`src/rtl/pex_pkg.sv`:
```
package pex_pkg;
  // Width of the port-number field; the decoder addresses up to eight ports.
  localparam int IDX_W = 3;

  typedef struct packed {
    logic             we;        // write the selected port this cycle
    logic             addrPhase; // synchronized address strobe is high
    logic [IDX_W-1:0] idx;       // effective port number
  } pexStrobe_t;
endpackage

```
`src/rtl/pex_ctrl.sv`:
```
module pex_ctrl
  import pex_pkg::*;
#(
  parameter int NUM_PORTS = 6
) (
  input  logic             clk,
  input  logic             rstN,
  input  logic             addrLeIn,
  input  logic             dataLeIn,
  input  logic [IDX_W-1:0] busIdx,
  output pexStrobe_t       strb,
  output logic             errFlag
);
  localparam logic [IDX_W:0] PORT_LIM = (IDX_W+1)'(NUM_PORTS);

  logic [1:0]       addrSync, dataSync;
  logic             addrPrev;
  logic [IDX_W-1:0] shadowIdx, selIdx, effIdx;
  logic             addrHi, dataHi, addrFall;

  assign addrHi   = addrSync[1];
  assign dataHi   = dataSync[1];
  assign addrFall = addrPrev & ~addrHi;
  // On the falling edge the freshly frozen number is used at once.
  assign effIdx   = addrFall ? shadowIdx : selIdx;

  always_ff @(posedge clk or negedge rstN) begin
    if (!rstN) begin
      addrSync  <= '0;
      dataSync  <= '0;
      addrPrev  <= 1'b0;
      shadowIdx <= '0;
      selIdx    <= '0;
      errFlag   <= 1'b0;
    end else begin
      addrSync <= {addrSync[0], addrLeIn};
      dataSync <= {dataSync[0], dataLeIn};
      addrPrev <= addrHi;
      if (addrHi) shadowIdx <= busIdx;
      if (addrFall) selIdx <= shadowIdx;
      if (addrHi && dataHi) errFlag <= 1'b1;
    end
  end

  always_comb begin
    strb.addrPhase = addrHi;
    strb.idx       = effIdx;
    strb.we        = dataHi && !addrHi && ({1'b0, effIdx} < PORT_LIM);
  end

  AST_ERR_STICKY: assert property (@(posedge clk) disable iff (!rstN)
    errFlag |=> errFlag);
  AST_IDX_FROZEN: assert property (@(posedge clk) disable iff (!rstN)
    !addrHi ##1 !addrHi |-> $stable(strb.idx));
endmodule

```
`src/rtl/pex_datapath.sv`:
```
module pex_datapath
  import pex_pkg::*;
#(
  parameter int BUS_W     = 8,
  parameter int NUM_PORTS = 6
) (
  input  logic                       clk,
  input  logic                       rstN,
  input  logic [BUS_W-1:0]           busIn,
  input  pexStrobe_t                 strb,
  output logic [IDX_W-1:0]           busIdx,
  output logic [NUM_PORTS*BUS_W-1:0] portsFlat
);
  logic [BUS_W-1:0]     busP1, busP2;
  logic [BUS_W-1:0]     portsQ [NUM_PORTS];
  logic [BUS_W-1:0]     portsD [NUM_PORTS];
  logic [NUM_PORTS-1:0] portChg;

  // Bus delayed by the same two stages as the strobes.
  always_ff @(posedge clk or negedge rstN) begin
    if (!rstN) begin
      busP1 <= '0;
      busP2 <= '0;
    end else begin
      busP1 <= busIn;
      busP2 <= busP1;
    end
  end

  assign busIdx = busP2[IDX_W-1:0];

  for (genvar g = 0; g < NUM_PORTS; g++) begin : g_port
    always_comb begin
      portsD[g]  = (strb.we && strb.idx == IDX_W'(g)) ? busP2 : portsQ[g];
      portChg[g] = portsD[g] != portsQ[g];
    end
    always_ff @(posedge clk or negedge rstN) begin
      if (!rstN) portsQ[g] <= '0;
      else       portsQ[g] <= portsD[g];
    end
    assign portsFlat[g*BUS_W +: BUS_W] = portsQ[g];
  end

  AST_HOLD_NO_WRITE: assert property (@(posedge clk) disable iff (!rstN)
    !strb.we |=> $stable(portsFlat));
  AST_ADDR_NO_WRITE: assert property (@(posedge clk) disable iff (!rstN)
    strb.addrPhase |=> $stable(portsFlat));
  AST_ONE_PORT: assert property (@(posedge clk) disable iff (!rstN)
    $onehot0(portChg));
endmodule

```
`src/rtl/latched_port_expander.sv`:
```
module latched_port_expander
  import pex_pkg::*;
#(
  parameter int BUS_W     = 8,
  parameter int NUM_PORTS = 6
) (
  input  logic                       clk,
  input  logic                       rstN,
  input  logic [BUS_W-1:0]           busIn,
  input  logic                       addrLe,
  input  logic                       dataLe,
  output logic [NUM_PORTS*BUS_W-1:0] portsOut,
  output logic                       protoErr
);
  pexStrobe_t       strb;
  logic [IDX_W-1:0] busIdx;

  pex_ctrl #(.NUM_PORTS(NUM_PORTS)) u_ctrl (
    .clk(clk), .rstN(rstN), .addrLeIn(addrLe), .dataLeIn(dataLe),
    .busIdx(busIdx), .strb(strb), .errFlag(protoErr)
  );

  pex_datapath #(.BUS_W(BUS_W), .NUM_PORTS(NUM_PORTS)) u_dp (
    .clk(clk), .rstN(rstN), .busIn(busIn), .strb(strb),
    .busIdx(busIdx), .portsFlat(portsOut)
  );
endmodule

```
`config.mk`:
```
export PLATFORM = sky130hd
export DESIGN_NAME = latched_port_expander
export DESIGN_NICKNAME = d
export VERILOG_FILES = /design/src/rtl/pex_pkg.sv /design/src/rtl/pex_ctrl.sv /design/src/rtl/pex_datapath.sv /design/src/rtl/latched_port_expander.sv
export SDC_FILE = /design/constraint.sdc
export NUM_CORES = 1
export LEC_CHECK = 0
export BUFFER_PORTS_ARGS = -buffer_cell sky130_fd_sc_hd__buf_4
export CORE_UTILIZATION = 45
export DETAILED_ROUTE_END_ITERATION = 7
export PLACE_DENSITY = 0.68
export SLEW_MARGIN = 10
export SYNTH_ARGS = -nofsm -noshare
export SYNTH_HDL_FRONTEND = slang
export SYNTH_SLANG_ARGS = --single-unit
```
`constraint.sdc`:
```
create_clock -name clk -period 3.2 [get_ports clk]
set_clock_uncertainty 0.15 [all_clocks]
set_input_delay 0.64 -clock clk [delete_from_list [all_inputs] [get_ports clk]]
set_output_delay 0.64 -clock clk [all_outputs]
set_load 0.03 [all_outputs]
```
==> run metrics, run 1 <==
critical path class=register to register; hold_buf cts=0; Post-Route WL=4.975 mm; Max clock buf depth=2; Resized cells post-CTS=0; Slew @ Worst Pin=0.9160 ns; status=finished clean; Worst Path Arrival=2.51 ns; Hold Crit Class=register to register; floorplan core area=5921 um2; CTS Buf Count=9; Synth top area share=0.6872; CP startpoint kind=register; Worst EP required=3.27 ns; Port Buffers=60; top post-synthesis cells by area=dfrtp_1 (69%), mux2_2 (19%), mux2_4 (4.3%), buf_6 (1.2%), nor4b_4 (0.86%); P_leak=1.637 nW; I/O pin cnt=61; Simple-Gate Fraction of Synth Area=0.04069; period utilisation layout=0.7630; largest net degree at the start of global routing=77; Post-Syn Area=2768 um2; GRT Total Usage=0.1743; wl on met1=2.163 mm; RSZ-0062 raised after global routing=false; Starting Density=0.4675; Yosys top cell by area=dfrtp_1; CTS Root Buffer Type=clkbuf_8; DR WL met2=2.480 mm; Critical Path Sink Type=register; mux cell area share after synthesis=0.2378; VDD IR-drop max=0.5465 mV; HPWL Detailed=3.300 mm; GRT Residual Overflow=0; Skew-Pair Late Insertion Delay=0.33 ns; pwr dens=1086 nW/um2; Worst slew margin=0.3893; gpl congestion=0.7665; vias in the first global route=1,518; Met3 Routed Length=205 um; count of final setup violators=0; first-pass GRT wire length=7.941 mm; Post-Syn Nets=166; CTS tree=done; final hold slack=0.2001 ns; syn avg cell area=17.97 um2; area occupied by multi-input gates=823.3 um2; fin crit period=2.442 ns; Clock transition at path regs=0.07 ns; post-synthesis adder-cell area fraction=0; largest family of logic cells by synthesized area=multiplexers; diodes inserted=0; Via Count=1,504; post-synthesis cell type count=20; die height=80.43 um; Antenna Violating Nets Remaining=0; Sum Neg Setup Slack=0 ns; die area=6468 um2; maxcap violations=0; Die X=80.43 um; final hold vios=0; upper clock frequency limit=409.6 MHz; Post-route DRC=0; Rows=28; Synth warnings=0; initial antenna violation count=0; final slew viol count=0; complex-gate fraction of the synthesized area=0.01899; Top Layer Used=met4; # clock sinks=76; H-Tree Depth=3; net count reported at finish=233; Yosys reg bits=76; share of cells above drive strength 1=0.6044; DR vias/cell=5.013; area grow syn2layout=26.36%; First DRT Iteration DRCs=105; first-pass iteration count of the detailed router=3; Post-Syn Instances=154; Register Area=1902 um2; # Post-CTS Setup Buffers=0; xor and xnor area share after synthesis=0; DR WL/cell=16.58 um; CP Max Fanout=11; Fill cells=476; sequential area share after synthesis=0.6872
[cells in the mapped netlist]
master    number
a21o_1         2
a21oi_4        1
a31oi_4        1
and4bb_2       1
buf_2          1
buf_6          3
dfrtp_1       76
inv_1          1
mux2_2        46
mux2_4         8
mux2i_1        2
nand2b_2       1
nand3_1        1
nand3b_1       2
nand4b_1       1
nor2_1         2
nor2_2         2
nor4b_4        1
or3b_1         1
or4b_1         1
[state kept, by name, indices dropped and copies added (netlist names)]
signal	cells
u_ctrl.errFlag	1
u_ctrl.addrPrev	1
u_dp.busP2	8
u_dp.busP1	8
u_ctrl.dataSync	2
u_ctrl.shadowIdx	3
u_ctrl.addrSync	2
u_ctrl.selIdx	3
u_dp.portsFlat	48
[report_power, final]
part / internal, mW / switching [mW] / total [mW]
Clock: 0.476 / 0.326 / 0.802
Combinational: 0.654 / 0.863 / 1.52
Sequential: 1.29 / 0.193 / 1.48
Total: 2.42 / 1.38 / 3.80
[through the flow]
stage / cells / instance area (um2) / power (mW) / util / worst slack (ns)
finish: 300 / 3497 / 3.798 / 0.5907 / 0.7584
CTS: 300 / 3497 / 3.845 / 0.5907 / 0.7598
detailed placement: 285 / 3273 / 3.035 / 0.5528 / 0.7793
global placement: 285 / 3273 / 3.010 / 0.5528 / 0.8560
floorplan: 154 / 2768 / 2.418 / - / 1.126
global route: 300 / 3497 / 3.974 / 0.5907 / 0.6612
[placed cells by master (no fill, tap or decap), drive strengths merged]
cell type | synthesis | final
nor2 | 4 | 4
inv | 1 | 1
nand3b | 2 | 2
a21o | 2 | 2
nand4b | 1 | 1
clkinvlp | 0 | 1
mux2 | 54 | 54
a31oi | 1 | 1
nor4b | 1 | 1
clkbuf | 0 | 11
dfrtp | 76 | 76
and4bb | 1 | 1
or4b | 1 | 1
buf | 4 | 60
nand2b | 1 | 1
or3b | 1 | 1
a21oi | 1 | 1
clkinv | 0 | 1
bufinv | 0 | 2
mux2i | 2 | 2
nand3 | 1 | 1
[worst max-delay path, stage by stage, from the launching register on]
cell      delay, ns
dfrtp_1        0.51
nand2b_2       0.34
mux2i_1        0.22
nor4b_4        0.68
mux2_2         0.41
[metal layers]
metal	global-route usage	vias to the layer above
met2	0.2619	32
met5	0	-
met1	0.2305	782
met3	0.04318	9
met4	0.09821	0
li1	-	681
[kinds of logic (layout without fill, tap and decap cells)]
group	after synthesis	count (layout)
mux	56	56
simple gates	13	13
compound gates	4	4
flops	76	76
buf+inv	5	76
[path summary, 6_finish.rpt]
check	start	to	slack, ns	depth (start not counted)
worst max-delay path	u_ctrl.addrSync[1]	u_dp.portsFlat[39]	0.76	4
worst min-delay path	u_dp.busP1[0]	u_dp.busP2[0]	0.20	0
worst max register to register	u_ctrl.addrSync[1]	u_dp.portsFlat[39]	0.76	4
worst min register to register	u_dp.busP1[0]	u_dp.busP2[0]	0.20	0
max in group asynchronous	rstN	u_dp.portsFlat[41]	2.03	1
min in group asynchronous	rstN	u_dp.portsFlat[6]	0.29	1
[area by class of cell]
type,instances,area share
Inverter,1,0.001073
Clock buffer,11,0.04329
Multi-Input combinational cell,73,0.2354
Clock inverter,4,0.02075
Sequential cell,76,0.5438
Tap cell,75,0.02683
Timing Repair Buffer,60,0.1288
(Power assumes the default switching activity.)
==> run 2, diff against run 1 <==
Settings changed: ABC_AREA set to 1.
Clock period 3.2 ns to 2.49 ns, I/O delays scaled along.
==> run 2 against run 1 <==
Count of clock-buffer cells in the layout shrank 1. Utilization grew 0.36 points. Highest routed layer unchanged. Worst setup slack lost 0.23 ns. Global-route usage grew 2.1 points.
==> run metrics, run 2 <==
status=finished clean; largest family of logic cells by synthesized area=simple AND/OR/NAND/NOR gates; die height=82.44 um; Yosys reg bits=76; Min-Delay Path Depth=1; # Post-CTS Setup Buffers=0; clock share of power=0.212; Post-Syn Area=2912 um2; area grow syn2layout=24.41%; final slew viol count=0; H-Tree Depth=3; met1 Use GR=0.2735; xor and xnor area share after synthesis=0; most frequent cells in the layout=nand2_1 (103), dfrtp_1 (76), buf_4 (60); Reg power frac=0.416; critical path class=register to register; post-synthesis adder-cell area fraction=0; Simple-Gate Fraction of Synth Area=0.2750; initial antenna violation count=0; Synth warnings=0; worst flop-to-flop path endpoint=u_dp.portsFlat[0]; net count reported at finish=362; CP startpoint kind=register; max reg flops=48; count of non-filler cells in the finished layout=430; Worst Path Arrival=2.05 ns; Psw=1.701 mW; mux cell area share after synthesis=0; GRT busiest layer=met2; final hold slack=0.1029 ns; Synth async-reset ratio=1.000; total internal power=2.597 mW; CP Max Fanout=35; maxcap violations=0; P_leak=1.896 nW; fin crit period=1.961 ns; post-synthesis cell type count=17; Synth top cells by count=nand2_1 (103), dfrtp_1 (76), nand3_1 (54); upper clock frequency limit=509.9 MHz; met3 usage=0.03846; Post-synth EDFFs=0; Resized cells post-CTS=0; GRT Residual Overflow=0; Worst slew margin=0.6902; Antenna Violating Nets Remaining=0; First DRT Iteration DRCs=170; top_reg_cell synth=dfrtp_1; Post-route DRC=0; first-pass iteration count of the detailed router=4; count of final setup violators=0; die area=6796 um2; hold_sp=busIn[0]; HPWL Detailed=3.952 mm; CTS tree=done; pwr dens=1186 nW/um2; Clock transition at path regs=0.08 ns; r2r startpoint=u_ctrl.addrSync[1]; Via Count=2,117; Die X=82.44 um; complex-gate fraction of the synthesized area=0.02836; hold_buf cts=1; Post-Syn Instances=283; RSZ-0062 raised after global routing=false; CTS Buf Count=9; largest net degree at the start of global routing=42; DR vias/cell=4.923; Worst EP required=2.58 ns; Sum Neg Setup Slack=0 ns; Post-Syn Nets=295; Synth top area share=0.6532; combinational power share=0.372; CTS Root Buffer Type=clkbuf_8; vias in the first global route=2,006; diodes inserted=0; Port Buffers=60; DR WL/cell=13.59 um; first-pass GRT wire length=9.446 mm; Critical Path Sink Type=register; Hold Crit Class=primary input to register; dpl cells=413; top post-synthesis cells by area=dfrtp_1 (65%), nand2_1 (13%), nand3_1 (9.3%), o21bai_1 (2.3%), inv_1 (1.9%); share of cells above drive strength 1=0.2592; syn avg cell area=10.29 um2; final hold vios=0; Hold EP=u_dp.busP1[0]; most frequent cell after synthesis=nand2_1; FF-to-FF setup slack=0.53 ns; # clock sinks=76; Sw Ratio=0.3958; Rows=28; crit path launch=u_ctrl.addrSync[1]; commonest non-fill, non-tap cell in the layout=nand2_1; Max clock buf depth=2; Slew @ Worst Pin=0.4646 ns; grt met2 use=0.2901; R2R depth=8; Post-Route WL=5.845 mm; VDD IR-drop max=0.6940 mV; I/O pin cnt=61; Starting Density=0.4776; GRT Total Usage=0.1949; Skew-Pair Late Insertion Delay=0.35 ns; gpl congestion=0.7789; Yosys top cell by area=dfrtp_1; period utilisation layout=0.7877; sequential area share after synthesis=0.6532; floorplan core area=6096 um2
==> run 2: cell types whose count changed after synthesis, moves of 3 or more <==
cell	before	now
nand2_2	0	5
inv_1	1	15
o21ai_0	0	3
buf_4	0	3
nand3_1	1	54
nand2_1	0	103
mux2_2	46	0
mux2_4	8	0
o21bai_1	0	9
==> run 2: worst max path at each step <==
stage | to | slack (ns) | depth (start not counted)
after floorplan | u_dp.portsFlat[0] | 0.95 | 8
after global placement | u_dp.portsFlat[7] | 0.60 | 8
after detailed placement | u_dp.portsFlat[3] | 0.54 | 8
after CTS | u_dp.portsFlat[4] | 0.52 | 8
after global routing | u_dp.portsFlat[4] | 0.30 | 8
final | u_dp.portsFlat[0] | 0.53 | 8
==> run 2: final cells by class <==
| class | count | area [um2] |
|---|---|---|
| Clock buffer | 10 | 127.6 |
| Clock inverter | 6 | 65.06 |
| Fill cell | 552 | 2474 |
| Inverter | 18 | 70.07 |
| Multi-Input combinational cell | 183 | 883.3 |
| Sequential cell | 76 | 1902 |
| Tap cell | 75 | 93.84 |
| Timing Repair Buffer | 62 | 480.5 |
==> run 2: routing by layer <==
metal,vias up,part of all wire
met5,-,0
met4,0,0.0098
li1,1038,-
met1,1012,0.45
met3,5,0.063
met2,62,0.47
==> run 2: critical path: stages, from the launching register on <==
cell and delay, ns:
dfrtp_1 0.46, inv_2 0.16, nand2_2 0.10, nand2_1 0.13, nand3_4 0.14, inv_4 0.29
nand2_1 0.25, nand2_1 0.11, nand2_1 0.05
==> run 2: power by group through the flow <==
stage	logic, mW	clock network, mW	registers [mW]
final	1.60	0.910	1.79
after global routing	1.73	0.978	1.83
after CTS	1.61	0.940	1.79
after detailed placement	1.61	0	1.81
after global placement	1.59	0	1.80
after floorplan	0.395	0	2.38
==> run 2: cell families after synthesis <==
kind of cell,Yosys count
flops,76
compound gates,12
buf+inv,24
simple gates,171
==> run 2: per-stage QoR <==
step	setup WS [ns]	utilization	cell area [um2]	total power, mW
final	0.5287	0.5942	3622	4.298
after global routing	0.3021	0.5942	3622	4.541
after CTS	0.5239	0.5942	3622	4.346
after detailed placement	0.5434	0.5610	3420	3.421
after global placement	0.6018	0.5610	3420	3.395
after floorplan	0.9523	-	2912	2.774
==> run 3, diff against run 2 <==
Settings changed: ABC_AREA 1 to 0.
Clock period 2.49 ns to 1.9 ns, I/O delays scaled along.
==> run 3 against run 2 <==
The run now ends with negative setup slack left. Design area grew 11%. Worst setup slack got worse by 0.65 ns. Hold slack improved by 0.096 ns. Routed wire length is 0.98% lower. Critical path type unchanged. Largest cell class unchanged.
==> run metrics, run 3 (synthesis gave the netlist of run 1 again) <==
Worst slew margin=0.7091; Skew-Pair Late Insertion Delay=0.34 ns; share of cells above drive strength 1=0.6374; Die X=80.43 um; total internal power=4.174 mW; Post-route DRC=0; RSZ-0062 raised after global routing=true; # clock sinks=76; CP Max Fanout=7; pwr dens=1657 nW/um2; status=complete, but fails checks; Critical Path Sink Type=register; Port Buffers=60; final hold slack=0.1990 ns; area occupied by multi-input gates=980.9 um2; most frequent cells in the layout=dfrtp_1 (75), buf_4 (72), mux2_4 (40); Clock transition at path regs=0.07 ns; CTS Buf Count=9; VDD IR-drop max=1.020 mV; maxcap violations=0; combinational power share=0.436; Sw Ratio=0.3711; Fill cells=404; Final WS setup=-0.1225 ns; first-pass iteration count of the detailed router=4; Slew @ Worst Pin=0.4364 ns; DR WL/cell=17.18 um; count of final setup violators=45; Starting Density=0.4675; DR vias/cell=4.967; CP startpoint kind=register; Rows=28; upper clock frequency limit=494.4 MHz; Antenna Violating Nets Remaining=0; HPWL Detailed=3.982 mm; Max clock buf depth=2; final slew viol count=0; GRT Residual Overflow=0; H-Tree Depth=3; first-pass GRT wire length=9.453 mm; die area=6468 um2; fin crit period=2.023 ns; commonest non-fill, non-tap cell in the layout=dfrtp_1; P_leak=1.910 nW; Worst path depth=5; period utilisation layout=1.064; max reg flops=48; Slowest-stage cell, CP=or4b_4; initial antenna violation count=0; total chip power=6.637 mW; GRT Total Usage=0.2015; First DRT Iteration DRCs=97; diodes inserted=0; Via Count=1,674; Hold Crit Class=register to register; CTS tree=done; Register Area=1903 um2; Min-Delay Path Depth=0; Post-Route WL=5.788 mm; Psw=2.463 mW; highest cell delay on the worst timing path=0.52 ns; DP Worst Slack=-0.1580 ns; Worst Path Arrival=2.09 ns; Reg power frac=0.382; net count reported at finish=269; vias in the first global route=1,796; largest net degree at the start of global routing=43; final hold vios=0; critical path class=register to register; final core occ=0.6765; WP buf/inv=1; gpl congestion=0.8600; R2R depth=5; area grow syn2layout=44.71%; I/O pin cnt=61; CP delay by family, top=simple AND/OR/NAND/NOR gates; Sum Neg Setup Slack=-2.383 ns; failing checks=negative setup slack; clock share of power=0.182; Worst EP required=1.97 ns; floorplan core area=5921 um2; CP Cell Sequence=and4bb_2, a31oi_4, or4b_4, buf_8, mux2_4; die height=80.43 um; CTS Root Buffer Type=clkbuf_8
==> run 3: final timing paths <==
kind	start	end	slack (ns)
setup / recovery	u_ctrl.addrSync[1]	u_dp.portsFlat[45]	-0.12
max in group asynchronous	rstN	u_ctrl.addrPrev	0.64
min in group asynchronous	rstN	u_dp.busP1[3]	0.39
hold reg to reg	u_dp.busP1[5]	u_dp.busP2[5]	0.20
setup reg to reg	u_ctrl.addrSync[1]	u_dp.portsFlat[45]	-0.12
hold / removal	u_dp.busP1[5]	u_dp.busP2[5]	0.20
==> run 3: final cells by class <==
cell class | count | share of cell area
tap | 75 | 0.02343
inverter | 1 | 0.0009372
multi-input combinational | 73 | 0.2449
clock inverter | 6 | 0.01593
sequential | 76 | 0.4752
timing repair buffer | 96 | 0.2052
clock buffer | 10 | 0.03436
==> run 3: repair_timing <==
| item | CTS | global route |
|---|---|---|
| setup buffers | 4 | 1 |
| hold endpoints to repair | 44 | 0 |
| gates cloned | 0 | 0 |
| hold buffers | 11 | 0 |
| resized for setup | 13 | 29 |
| endpoints found under the setup margin | 46 | 48 |
| pin swaps | 5 | 5 |
==> run 3: power groups by stage <==
stage	Clock, mW	Sequential (mW)	Combinational [mW]
6_report	1.21	2.54	2.89
5_1_grt	1.31	2.61	3.03
4_1_cts	1.24	2.53	2.80
3_5_place_dp	0	2.54	2.72
3_3_place_gp	0	2.50	2.68
2_1_floorplan	0	3.50	0.639
==> run 3: metrics by stage <==
stage / std cells / instance area (um2)
floorplan: 154 / 2813
global placement: 306 / 3501
detailed placement: 306 / 3501
CTS: 337 / 3890
global route: 337 / 4005
finish: 337 / 4005
==> run 3: routing by layer <==
metal	up-vias	GRT usage	share of wire
li1	746	-	-
met1	882	0.2769	0.45
met3	3	0.04886	0.045
met4	0	0.08571	0.0074
met5	-	0	0
met2	43	0.3042	0.50
